## config.mk

```make
export PLATFORM = sky130hd
export DESIGN_NAME = burst_rr_arbiter
export DESIGN_NICKNAME = d
export VERILOG_FILES = /design/src/rtl/burst_arb_pkg.sv /design/src/rtl/burst_rr_pick.sv /design/src/rtl/burst_beat_tracker.sv /design/src/rtl/burst_rr_arbiter.sv
export SDC_FILE = /design/constraint.sdc
export NUM_CORES = 1
export LEC_CHECK = 0
export BUFFER_PORTS_ARGS = -buffer_cell sky130_fd_sc_hd__buf_2
export CORE_MARGIN = 4
export CORE_UTILIZATION = 45
export DETAILED_ROUTE_END_ITERATION = 8
export GPL_TIMING_DRIVEN = 0
export PLACE_DENSITY = 0.74
export SYNTH_ARGS = -nofsm -noshare
export SYNTH_HDL_FRONTEND = slang
export SYNTH_SLANG_ARGS = --single-unit
```

## constraint.sdc

```tcl
create_clock -name clk -period 3.08 [get_ports clk]
set_clock_uncertainty 0.05 [all_clocks]
set_input_delay 0.154 -clock clk [delete_from_list [all_inputs] [get_ports clk]]
set_output_delay 0.154 -clock clk [all_outputs]
set_load 0.01 [all_outputs]
```

## src/rtl/burst_arb_pkg.sv

```systemverilog
package burst_arb_pkg;

   typedef enum logic [1:0] {
      XF_NONE   = 2'b00,
      XF_SINGLE = 2'b01,
      XF_FIXED  = 2'b10,
      XF_INCR   = 2'b11
   } xfer_e;

endpackage

```

## src/rtl/burst_rr_pick.sv

```systemverilog
// Round-robin search: first requester at or after the pointer, wrapping.
module burst_rr_pick #(
   parameter int N_MASTERS = 4,
   localparam int IDX_W = (N_MASTERS > 1) ? $clog2(N_MASTERS) : 1
) (
   input  logic [N_MASTERS-1:0] req,
   input  logic [IDX_W-1:0]     ptr,
   output logic                 found,
   output logic [IDX_W-1:0]     pick,
   output logic [IDX_W-1:0]     pick_next
);

   localparam bit POW2 = ((1 << IDX_W) == N_MASTERS);

   always_comb begin
      int c;
      logic [IDX_W-1:0] cand;
      found = 1'b0;
      pick  = '0;
      for (int off = 0; off < N_MASTERS; off++) begin
         c = int'(ptr) + off;
         if (c >= N_MASTERS) c = c - N_MASTERS;
         cand = IDX_W'(c);
         if (!found && req[cand]) begin
            found = 1'b1;
            pick  = cand;
         end
      end
   end

   // wrap of the successor index: free overflow or explicit compare
   generate
      if (POW2) begin : g_wrap_free
         assign pick_next = pick + IDX_W'(1);
      end else begin : g_wrap_cmp
         assign pick_next = (pick == IDX_W'(N_MASTERS - 1)) ? '0 : pick + IDX_W'(1);
      end
   endgenerate

endmodule

```

## src/rtl/burst_beat_tracker.sv

```systemverilog
// Holds the kind and length of the granted transfer and flags its switch point.
module burst_beat_tracker
   import burst_arb_pkg::*;
#(
   parameter int LEN_W    = 4,
   parameter int BOUNDARY = 4
) (
   input  logic             clk,
   input  logic             rst,
   input  logic             load,
   input  xfer_e            load_type,
   input  logic [LEN_W-1:0] load_len,
   input  logic             active,
   input  logic             beat,
   output logic             at_end
);

   localparam int BW    = (BOUNDARY > 1) ? $clog2(BOUNDARY) : 1;
   localparam int CNT_W = (LEN_W > BW) ? LEN_W : BW;

   xfer_e             kind_q;
   logic [LEN_W-1:0]  len_q;
   logic [CNT_W-1:0]  cnt_q;

   always_ff @(posedge clk) begin
      if (rst) begin
         kind_q <= XF_SINGLE;
         len_q  <= '0;
         cnt_q  <= '0;
      end else if (load) begin
         kind_q <= (load_type == XF_NONE) ? XF_SINGLE : load_type;
         len_q  <= load_len;
         cnt_q  <= '0;
      end else if (active && beat) begin
         cnt_q <= cnt_q + CNT_W'(1);
      end
   end

   always_comb begin
      unique case (kind_q)
         XF_FIXED: at_end = active && beat && (cnt_q == CNT_W'(len_q));
         XF_INCR:  at_end = active && beat && (cnt_q == CNT_W'(BOUNDARY - 1));
         default:  at_end = active && beat;
      endcase
   end

   // a fixed burst never counts past its last beat
   a_r5_fixed_bound: assert property (@(posedge clk) disable iff (rst)
      (active && kind_q == XF_FIXED) |-> (cnt_q <= CNT_W'(len_q)));

   // an incrementing burst never runs past its pre-emption boundary
   a_r6_incr_bound: assert property (@(posedge clk) disable iff (rst)
      (active && kind_q == XF_INCR) |-> (cnt_q < CNT_W'(BOUNDARY)));

   // without a load, the count moves only on a holder beat
   a_r8_count_hold: assert property (@(posedge clk) disable iff (rst)
      (!load && !(active && beat)) |=> $stable(cnt_q));

endmodule

```

## src/rtl/burst_rr_arbiter.sv

```systemverilog
module burst_rr_arbiter
   import burst_arb_pkg::*;
#(
   parameter int N_MASTERS     = 4,
   parameter int LEN_W         = 4,
   parameter int INCR_BOUNDARY = 4,
   localparam int IDX_W = (N_MASTERS > 1) ? $clog2(N_MASTERS) : 1
) (
   input  logic                        clk,
   input  logic                        rst,
   input  logic [N_MASTERS-1:0]        req,
   input  logic [2*N_MASTERS-1:0]      xfer_type,
   input  logic [LEN_W*N_MASTERS-1:0]  burst_len,
   input  logic [N_MASTERS-1:0]        beat,
   output logic [N_MASTERS-1:0]        grant,
   output logic [IDX_W-1:0]            grant_idx
);

   // elaboration-time parameter checks
   generate
      if (N_MASTERS < 2) begin : g_bad_n
         $error("burst_rr_arbiter: N_MASTERS must be at least 2");
      end
      if (LEN_W < 1) begin : g_bad_len
         $error("burst_rr_arbiter: LEN_W must be at least 1");
      end
      if (INCR_BOUNDARY < 1 || (INCR_BOUNDARY & (INCR_BOUNDARY - 1)) != 0) begin : g_bad_bnd
         $error("burst_rr_arbiter: INCR_BOUNDARY must be a power of two");
      end
   endgenerate

   xfer_e            type_arr [N_MASTERS];
   logic [LEN_W-1:0] len_arr  [N_MASTERS];

   generate
      for (genvar i = 0; i < N_MASTERS; i++) begin : g_unpack
         assign type_arr[i] = xfer_e'(xfer_type[2*i +: 2]);
         assign len_arr[i]  = burst_len[LEN_W*i +: LEN_W];
      end
   endgenerate

   logic             owner_valid;
   logic [IDX_W-1:0] owner_idx;
   logic [IDX_W-1:0] ptr_q;
   logic             win_found;
   logic [IDX_W-1:0] win_idx;
   logic [IDX_W-1:0] win_next;
   logic             at_end;
   logic             may_switch;
   logic             owner_beat;

   burst_rr_pick #(.N_MASTERS(N_MASTERS)) u_pick (
      .req       (req),
      .ptr       (ptr_q),
      .found     (win_found),
      .pick      (win_idx),
      .pick_next (win_next)
   );

   assign owner_beat = beat[owner_idx];

   burst_beat_tracker #(.LEN_W(LEN_W), .BOUNDARY(INCR_BOUNDARY)) u_track (
      .clk       (clk),
      .rst       (rst),
      .load      (may_switch),
      .load_type (type_arr[win_idx]),
      .load_len  (len_arr[win_idx]),
      .active    (owner_valid),
      .beat      (owner_beat),
      .at_end    (at_end)
   );

   assign may_switch = !owner_valid || at_end;

   always_ff @(posedge clk) begin
      if (rst) begin
         owner_valid <= 1'b0;
         owner_idx   <= '0;
         ptr_q       <= '0;
      end else if (may_switch) begin
         owner_valid <= win_found;
         owner_idx   <= win_found ? win_idx : '0;
         if (win_found) ptr_q <= win_next;
      end
   end

   generate
      for (genvar g = 0; g < N_MASTERS; g++) begin : g_grant
         assign grant[g] = owner_valid && (owner_idx == IDX_W'(g));
      end
   endgenerate

   assign grant_idx = owner_idx;

   // at most one grant at a time
   a_r11_onehot: assert property (@(posedge clk) disable iff (rst)
      $onehot0(grant));

   // grant frozen away from switch points
   a_r7_hold: assert property (@(posedge clk) disable iff (rst)
      (owner_valid && !may_switch) |=> $stable(grant));

   // an idle port with a request becomes owned on the next edge
   a_r3_idle_grant: assert property (@(posedge clk) disable iff (rst)
      (!owner_valid && (|req)) |=> owner_valid);

   // switch point with nobody asking leaves the port idle
   a_r9_idle: assert property (@(posedge clk) disable iff (rst)
      (may_switch && !(|req)) |=> (grant == '0));

   // a fresh grant always goes to a master that was requesting
   a_r1_requested: assert property (@(posedge clk) disable iff (rst)
      (may_switch && (|req)) |=> ((grant & $past(req)) != '0));

endmodule

```

; Word level (Yosys, flattened, before mapping)
; Index checks and enable logic that the tools add are counted.
[totals]
out_inout_bits = 6
word_cells = 83
ff_bits = 15
input_bits = 34
[classes]
addsub = 9
reduce_logical = 19
muxes = 31
bitwise = 1
n_lt_le_gt_ge = 10
eq_ne = 7
[ops]
columns = operator, count
row1 = two-way mux 2 bit, 12
row2 = < comparator 2 x 3 -> 1 bit (second input constant), 5
row3 = greater-or-equal comparator 3 bit (second input constant), 4
row4 = binary-select mux 1 bit (select 2 bit), 5
row5 = logical AND 1 bit, 10
row6 = two-way mux 1 bit, 9
row7 = binary-select mux 4 bit (select 2 bit), 1
row8 = == test 2 bit (second input constant), 4
row9 = two-way mux 4 bit, 2
row10 = subtractor 2 x 1 -> 2 bit (second input constant), 4
row11 = adder 2 x 2 -> 3 bit (second input constant), 2
row12 = adder 4 x 1 -> 4 bit (second input constant), 1
row13 = binary-select mux 2 bit (select 2 bit), 1
row14 = == test 4 x 2 -> 1 bit (second input constant), 1
row15 = == test 4 bit, 1
row16 = logical NOT 1 bit, 4
row17 = logical NOT 2 bit, 2
row18 = adder 2 x 1 -> 3 bit (second input constant), 1
row19 = greater-or-equal comparator 2 x 3 -> 1 bit (second input constant), 1
row20 = NOT 2 -> 3 bit, 1
row21 = adder 2 x 1 -> 2 bit (second input constant), 1
row22 = == test 2 x 1 -> 1 bit (second input constant), 1
row23 = one-hot mux 1 bit (2 select lines), 1
row24 = AND reduction 2 bit, 1
row25 = other kinds (2), 2

; Longest topological paths before layout
; Gate-level depths: netlist (run 1).
[logic_depth]
word_depth = 20
mapped_depth = 9
depth_no_buf = 6

; Modules after synthesis
; From an unflattened synthesis (run 1), not the netlist that was laid out.
[hier_totals]
hier_cells = 108
area_unflattened_um2 = 979.7
[modules_own_cells]
columns = mod, seq_area_each_um2, cells_each, area_per_inst_um2, n_inst
row1 = burst_beat_tracker, 200.2, 53, 493.0, 1
row2 = burst_rr_arbiter, 100.1, 35, 380.4, 1
row3 = burst_rr_pick, 0.0, 20, 106.4, 1

; Least setup slack after synthesis (run 1)
; OpenSTA, ideal clock, no wires.
[synth_timing]
path_kind = reg-to-reg
from = register ptr_q[1]
to = register u_track.kind_q[1]
setup_ps = 115
t_required_ps = 2915
arrival_ps = 1717
stages_incl_launch_ff = 10
n_path_buf = 3
setup_slack_ps = 1199
synth_period_minus_slack_ps = 1881
path_cell_list = dfxtp_1 buf_4 nand2_1 a221o_2 and2_1 buf_6 buf_6 a211oi_2 a211oi_1 o21a_1
[synth_between]
elab_chain_cells = 20
word_cells_on_any_way = 42
cone_classes = add/sub: 7 / order compare: 4 / mux: 23 / bitwise: 1 / reduce/logical: 7
[synth_rtl]
columns = element, line
row1 = start: declaration, burst_rr_arbiter.sv:44  ; logic [IDX_W-1:0] ptr_q;
row2 = start signal: assignment, burst_rr_arbiter.sv:83  ; if (win_found) ptr_q <= win_next;
row3 = "parallel branches: the longest is 13 deep, another holds adder 2 x 1 -> 3 bit", -
row4 = two-way mux 2 bit (*), burst_rr_pick.sv:24  ; if (!found && req[cand]) begin
row5 = NOT 2 -> 3 bit (implied by the code) (*), burst_rr_arbiter.sv:66  ; .load_type (type_arr[win_idx]),
row6 = binary-select mux 2 bit (select 2 bit) (*), burst_rr_arbiter.sv:66
row7 = two-way mux 2 bit (implied by the code) (*) (2 in series), burst_rr_arbiter.sv:66
row8 = logical NOT 2 bit, burst_beat_tracker.sv:31  ; kind_q <= (load_type == XF_NONE) ? XF_SINGLE : load_type;
row9 = two-way mux 2 bit (*), burst_beat_tracker.sv:31
row10 = end signal: assignment, burst_beat_tracker.sv:31
row11 = end: declaration, burst_beat_tracker.sv:21  ; xfer_e kind_q;
; Mark *: on every way between the ends. The select of a mux whose other input is x is not followed.
; A chain may end at the register's enable or synchronous reset.

; Worst setup path in the final report (run 1)
; Same ends and word-level chain as after synthesis.

==> results.tsv, run 1 <==
stage	metric	value	unit
synthesis	ys.flop_type	dfxtp_1	
placement	gp_congestion	0.740	
power_and_ir_drop	static-leakage-power	0.586	nW
floorplan	die_h	56.6	um
clock_network	htree_levels	1	
critical_path	ff2ff_path_depth	9	
global_routing	use_met3	3.91	%
timing	fin_setup_tns	0	ps
synthesis	synthCells	124	
clock_network	cts.sinks	15	
placement	place.port_buffers	39	
critical_path	path_delay_family	compound AO/OA/AOI/OAI gates	
timing	setup_violations	0	
global_routing	grt_use_met2	29.5	%
synthesis	synth_area	1060	um2
critical_path	critPathBufInv	3	
critical_path	critPathKind	reg2reg	
timing	fin_crit_sh	66.3	%
synthesis	synth_async_sr_flop_share	0	%
critical_path	cp_cell_sequence	buf_4 > nand2_1 > a221o_2 > and2_1 > buf_6 > buf_6 > a211oi_2 > a211oi_1 > o21a_1	
global_routing	grt_max_degree	11	
route	avgViaCountPerCell	5.59	
synthesis	ys_seq_elements	15	
floorplan	rows	17	
timing	tightest_slew	489	ps
synthesis	syn_avg_cell_area	8.56	um2
clock_network	cts-resized-gates	0	
timing	max_freq	489	MHz
hold_path	hp-start	rst	
global_routing	grt_pass1_wl	4.31	mm
layout	fin_nets	203	
clock_network	insertion_delay	280	ps
critical_path	cp-end-kind	flip-flop	
synthesis	seq_area_frac_synth	28.3	%
floorplan	fp.dieW	56.6	um
timing	slew_violations	0	
run	maxCapViolations	0	
hold_path	hp-class	in2reg	
global_routing	antenna_found_initial	0	
critical_path	required	3200	ps
critical_path	timing.rr.end	u_track.kind_q[1]$_SDFFE_PP0P_	
critical_path	critPathLaunchType	flip-flop	
hold_path	min_to	u_track.cnt_q[1]$_SDFFE_PP0P_	
run_status	status	finished, final reports clean	
global_routing	grt.busiest_layer	met2	
power_and_ir_drop	power_density	462	nW/um2
critical_path	max_stage_delay	420	ps
floorplan	pin_count	40	
hold_path	min_path_cells	2	
critical_path	cp_data_arrival_time	2160	ps
layout	antenna-diode-count	0	
synthesis	synth-edff-count	0	
layout	syn_to_final_growth	24.3	%
clock_network	cts_buffers	3	
critical_path	r2r-start	ptr_q[1]$_SDFFE_PP0P_	
route	drt_iter0_markers	26	
placement	placed_cell_area	1290	um2
layout	final_common_cell	buf_2	
floorplan	dieArea	3200	um2
synthesis	synth_cell_types	41	
critical_path	path_common_cell	buf_6	
global_routing	gr-usage-all-layers	16.4	%
critical_path	cp_slowest_cell	a221o_2	
layout	fin_area	1320	um2
route	wirelength	2.58	mm
clock_network	post_cts_buffers	0	
clock_network	clk_pin_slew	80	ps
clock_network	holdBufCountCts	0	
critical_path	cp_max_fo	10	
global_routing	grt_pass1_vias	1040	
placement	dpl.hpwl	2.12	mm
clock_network	cts_tree	yes	
route	final_antenna_net_count	0	
global_routing	grt_util_met1	19.3	%
layout	layout_common_cells	buf_2, dfxtp_1, a21oi_1, mux2i_1	
power_and_ir_drop	ir_drop	0.000260	V
clock_network	cts-root-buf	clkbuf_4	
route	drc	0	
timing	rsz0062_at_grt	false	
clock_network	clockBufferDepth	2	
critical_path	r2r_slack	1040	ps
route	wl_per_cell	13.2	um
floorplan	start_util	47.5	%
synthesis	synth_nets	159	
route	vias	1090	
route	drtPass1Iterations	4	
floorplan	core-area	2230	um2
synthesis	yosys_warnings	0	
global_routing	overflow	0	
layout	drive_gt1_share	32.9	%
timing	slew_headroom	67.1	%
timing	final.min_clock_period	2040	ps
timing	report.final.hold_viol_count	0	
synth_stat cells (3+ instances only):
library cell | number | area (um2)
mux2i_1 | 10 | 100
xor2_1 | 3 | 26.3
nor2_1 | 4 | 15.0
o221ai_1 | 3 | 26.3
nand2_1 | 9 | 33.8
a21boi_0 | 5 | 37.5
a211oi_1 | 5 | 37.5
a211o_1 | 4 | 35.0
inv_1 | 9 | 33.8
and2_1 | 3 | 18.8
o21ai_1 | 3 | 15.0
dfxtp_1 | 15 | 300
a21oi_1 | 10 | 50.1
nor3_1 | 5 | 25.0
final cells by class:
type	count	area [um2]
inverters	10	37.5
repair buffers	39	195
clock buffers	3	22.5
fillers	234	915
well taps	28	35.0
flip-flops and latches	15	300
plain buffers	7	47.5
clock inverters	1	5.00
multi-input cells	92	676
state kept, by name (all words and copies together), names as in the netlist:
signal,cells
u_track.cnt_q,4
u_track.len_q,4
grant_idx,2
ptr_q,2
u_track.kind_q,2
owner_valid,1
logic make-up after synthesis:
| logic type | after synthesis | synth area share [%] |
|---|---|---|
| xor gates and xnor gates | 5 | 4.13 |
| buffers and inverters | 17 | 8.02 |
| muxes | 12 | 12.6 |
| and+or+nand+nor | 32 | 15.3 |
| AOI/OAI and AO/OA | 42 | 30.4 |
| adders and majority gates | 1 | 1.18 |
| DFF | 15 | 28.3 |
worst register-to-register path: stages (launching register included):
cell and delay, ps:
dfxtp_1 320, buf_4 140, nand2_1 80, a221o_2 420
and2_1 170, buf_6 130, buf_6 140, a211oi_2 220
a211oi_1 90, o21a_1 190
per-stage QoR:
stage | setup WS, ps | power, mW | util [%] | std cells | hold slack [ps]
floorplan | 1200 | 0.434 | - | 124 | 183
global placement | 1080 | 0.495 | 57.8 | 191 | 367
detailed placement | 1050 | 0.505 | 57.8 | 191 | 384
CTS | 1030 | 0.617 | 59.0 | 195 | 74.9
global route | 910 | 0.656 | 59.0 | 195 | 81.4
finish | 1040 | 0.609 | 59.0 | 195 | 82.0
power breakdown:
part	leakage (nW)	internal [mW]	total, mW	switching, mW
sequential	0.124	0.219	0.246	0.0273
clock	0.0177	0.0481	0.109	0.0607
combinational	0.445	0.123	0.254	0.130
metal layers:
| layer | vias to the layer above | share of wire [%] |
|---|---|---|
| met1 | 514 | 44 |
| met4 | 0 | 1.2 |
| met3 | 4 | 5.2 |
| li1 | 548 | - |
| met2 | 24 | 50 |
| met5 | - | 0 |
worst max-delay path by stage:
stage               cells past startpoint                              to  slack [ps]                 startpoint
global route                            5       grant_idx[0]$_SDFFE_PP0P_         910  grant_idx[0]$_SDFFE_PP0P_
finish                                  9  u_track.kind_q[1]$_SDFFE_PP0P_        1040      ptr_q[1]$_SDFFE_PP0P_
floorplan                               9  u_track.kind_q[1]$_SDFFE_PP0P_        1200      ptr_q[1]$_SDFFE_PP0P_
CTS                                     5       grant_idx[1]$_SDFFE_PP0P_        1030  grant_idx[0]$_SDFFE_PP0P_
global placement                        5       grant_idx[1]$_SDFFE_PP0P_        1080  grant_idx[0]$_SDFFE_PP0P_
detailed placement                      9  u_track.kind_q[1]$_SDFFE_PP0P_        1050      ptr_q[1]$_SDFFE_PP0P_
(Power assumes the default switching activity.)
==> run 2: changes to the inputs <==
Clock period 3.08 ns to 1.95 ns, I/O delays scaled along.
==> run 2 against run 1 <==
  * Largest power group unchanged
  * Setup slack got worse by 1000 ps
  * Cell area increased by 10%
  * Sequential power grew 61%
  * Non-clock buffer count rose by 3
  * Die area is the same
  * Register-to-register slack lost 1000 ps
==> results.tsv, run 2 (synthesis results as in run 1) <==
stage	metric	value	unit	change
power_and_ir_drop	ir_drop	0.000478	V	was 0.000260 V
floorplan	start_util	47.5	%	unchanged
floorplan	core-area	2230	um2	unchanged
global_routing	gr-usage-all-layers	16.8	%	was 16.4%
timing	slew_violations	0		unchanged
clock_network	clk_pin_slew	100	ps	was 80 ps
global_routing	grt_max_degree	11		unchanged
global_routing	grt_util_met1	19.9	%	was 19.3%
placement	dpl.hpwl	2.12	mm	unchanged
clock_network	htree_levels	1		unchanged
critical_path	critPathKind	reg2reg		unchanged
layout	reg_top3	u_track.cnt_q x4, u_track.len_q x4		unchanged
critical_path	max_stage_delay	340	ps	was 420 ps
clock_network	cts_tree	yes		unchanged
critical_path	cp_cell_sequence	buf_6 > nand2_2 > a221o_2 > buf_4 > buf_4 > a21boi_0 > a211oi_1 > a211o_1 > a21oi_1		was buf_4 > nand2_1 > a221o_2 > and2_1 > buf_6 > buf_6 > a211oi_2 > a211oi_1 > o21a_1
critical_path	required	2120	ps	was 3200 ps
clock_network	insertion_delay	290	ps	was 280 ps
critical_path	cp-end-kind	flip-flop		unchanged
power_and_ir_drop	power_switching	0.400	mW	was 0.218 mW
route	wirelength	2.89	mm	was 2.58 mm
floorplan	rows	17		unchanged
floorplan	fp.dieW	56.6	um	unchanged
global_routing	use_met3	3.91	%	unchanged
layout	antenna-diode-count	0		unchanged
floorplan	die_h	56.6	um	unchanged
floorplan	dieArea	3200	um2	unchanged
route	final_antenna_net_count	0		unchanged
critical_path	critPathLaunchType	flip-flop		unchanged
layout	drive_gt1_share	41.8	%	was 32.9%
power_and_ir_drop	static-leakage-power	0.629	nW	was 0.586 nW
timing	layout_setup_ws	25.3	ps	was 1040 ps
route	wl_per_cell	14.6	um	was 13.2 um
global_routing	overflow	0		unchanged
global_routing	antenna_found_initial	0		unchanged
placement	gp_congestion	0.740		unchanged
global_routing	grt_pass1_vias	1050		was 1040
power_and_ir_drop	power_density	743	nW/um2	was 462 nW/um2
clock_network	cts_buffers	3		unchanged
hold_path	hp-class	in2reg		unchanged
layout	postLayoutCoreUtil	65.0	%	was 59.0%
timing	tightest_slew	519	ps	was 489 ps
layout	fin_nets	206		was 203
timing	setup_violations	0		unchanged
timing	final.min_clock_period	1920	ps	was 2040 ps
run	maxCapViolations	0		unchanged
critical_path	cp_data_arrival_time	2100	ps	was 2160 ps
timing	report.final.hold_viol_count	0		unchanged
timing	fin_setup_tns	0	ps	unchanged
power_and_ir_drop	p_comb_share	46.7	%	was 41.7%
route	drt_iter0_markers	35		was 26
critical_path	cp_max_fo	8		was 10
clock_network	clockBufferDepth	2		unchanged
route	vias	1136		was 1090
global_routing	grt_pass1_wl	4.39	mm	was 4.31 mm
run_status	status	finished, final reports clean		unchanged
route	drtPass1Iterations	4		unchanged
placement	place.port_buffers	39		unchanged
timing	max_freq	520	MHz	was 489 MHz
global_routing	grt.busiest_layer	met2		unchanged
clock_network	cts.sinks	15		unchanged
critical_path	cp_slowest_cell	a221o_2		unchanged
route	drc	0		unchanged
power_and_ir_drop	p_int	0.679	mW	was 0.390 mW
power_and_ir_drop	pwr-share-seq	36.8	%	was 40.4%
power_and_ir_drop	power_frac_clock	16.5	%	was 17.9%
timing	slew_headroom	65.1	%	was 67.1%
timing	fin_crit_sh	98.7	%	was 66.3%
power_and_ir_drop	switching_share	37.1	%	was 35.9%
layout	final_common_cell	buf_2		unchanged
placement	place_ws	-84.9	ps	was 1050 ps
critical_path	path_common_cell	buf_4		was buf_6
critical_path	r2r_slack	30	ps	was 1040 ps
layout	syn_to_final_growth	36.8	%	was 24.3%
clock_network	cts-root-buf	clkbuf_4		unchanged
clock_network	holdBufCountCts	0		unchanged
global_routing	grt_use_met2	30.0	%	was 29.5%
layout	layout_common_cells	buf_2, dfxtp_1, mux2i_1		was buf_2, dfxtp_1, a21oi_1, mux2i_1
route	avgViaCountPerCell	5.74		was 5.59
floorplan	pin_count	40		unchanged
[run 2: worst paths after layout]
kind	startpoint	endpoint	depth (start not counted)
worst max-delay path	ptr_q[1]$_SDFFE_PP0P_	u_track.len_q[2]$_SDFFE_PP0P_	9
worst min-delay path	rst	ptr_q[0]$_SDFFE_PP0P_	2
worst max register to register	ptr_q[1]$_SDFFE_PP0P_	u_track.len_q[2]$_SDFFE_PP0P_	9
worst min register to register	u_track.len_q[1]$_SDFFE_PP0P_	u_track.len_q[1]$_SDFFE_PP0P_	2
[run 2: critical path: cells and delay by family, from the launching register on]
family / cells / cell delay, ps
simple gates: 1 / 50
flops: 1 / 330
buf+inv: 3 / 400
compound gates: 5 / 1040
[run 2: layout make-up]
class                      count  area [um2]
tap                           28        35.0
sequential                    15         307
multi-input combinational     92         744
buffer                         6        57.6
timing repair buffer          43         243
inverter                      10        37.5
fill                         203         782
clock inverter                 1        5.00
clock buffer                   3        22.5
[run 2: metal layers]
layer | part of all wire, % | up-vias
met5 | 0 | -
met4 | 0.42 | 0
met3 | 5.0 | 2
met2 | 53 | 27
met1 | 42 | 553
li1 | - | 554
[run 2: repair_timing]
item,in CTS,in global routing
resized for setup,3,23
pin swaps,2,8
gates cloned,0,1
setup buffers,2,1
setup endpoints to repair,10,9
[run 2: stage by stage]
| step | cell area (um2) | power [mW] | hold slack [ps] | instances |
|---|---|---|---|---|
| global route | 1450 | 1.15 | 17.8 | 198 |
| floorplan | 1060 | 0.685 | 126 | 124 |
| detailed placement | 1290 | 0.797 | 328 | 191 |
| CTS | 1340 | 0.988 | 18.4 | 197 |
| finish | 1450 | 1.08 | 13.0 | 198 |
| global placement | 1290 | 0.782 | 311 | 191 |
[run 2: power by group through the flow]
stage                     combinational (mW)  clock [mW]  sequential, mW
after floorplan                        0.297           0           0.388
after global placement                 0.389           0           0.393
after detailed placement               0.402           0           0.395
after CTS                              0.415       0.184           0.389
after global routing                   0.549       0.194           0.405
final                                  0.504       0.178           0.397
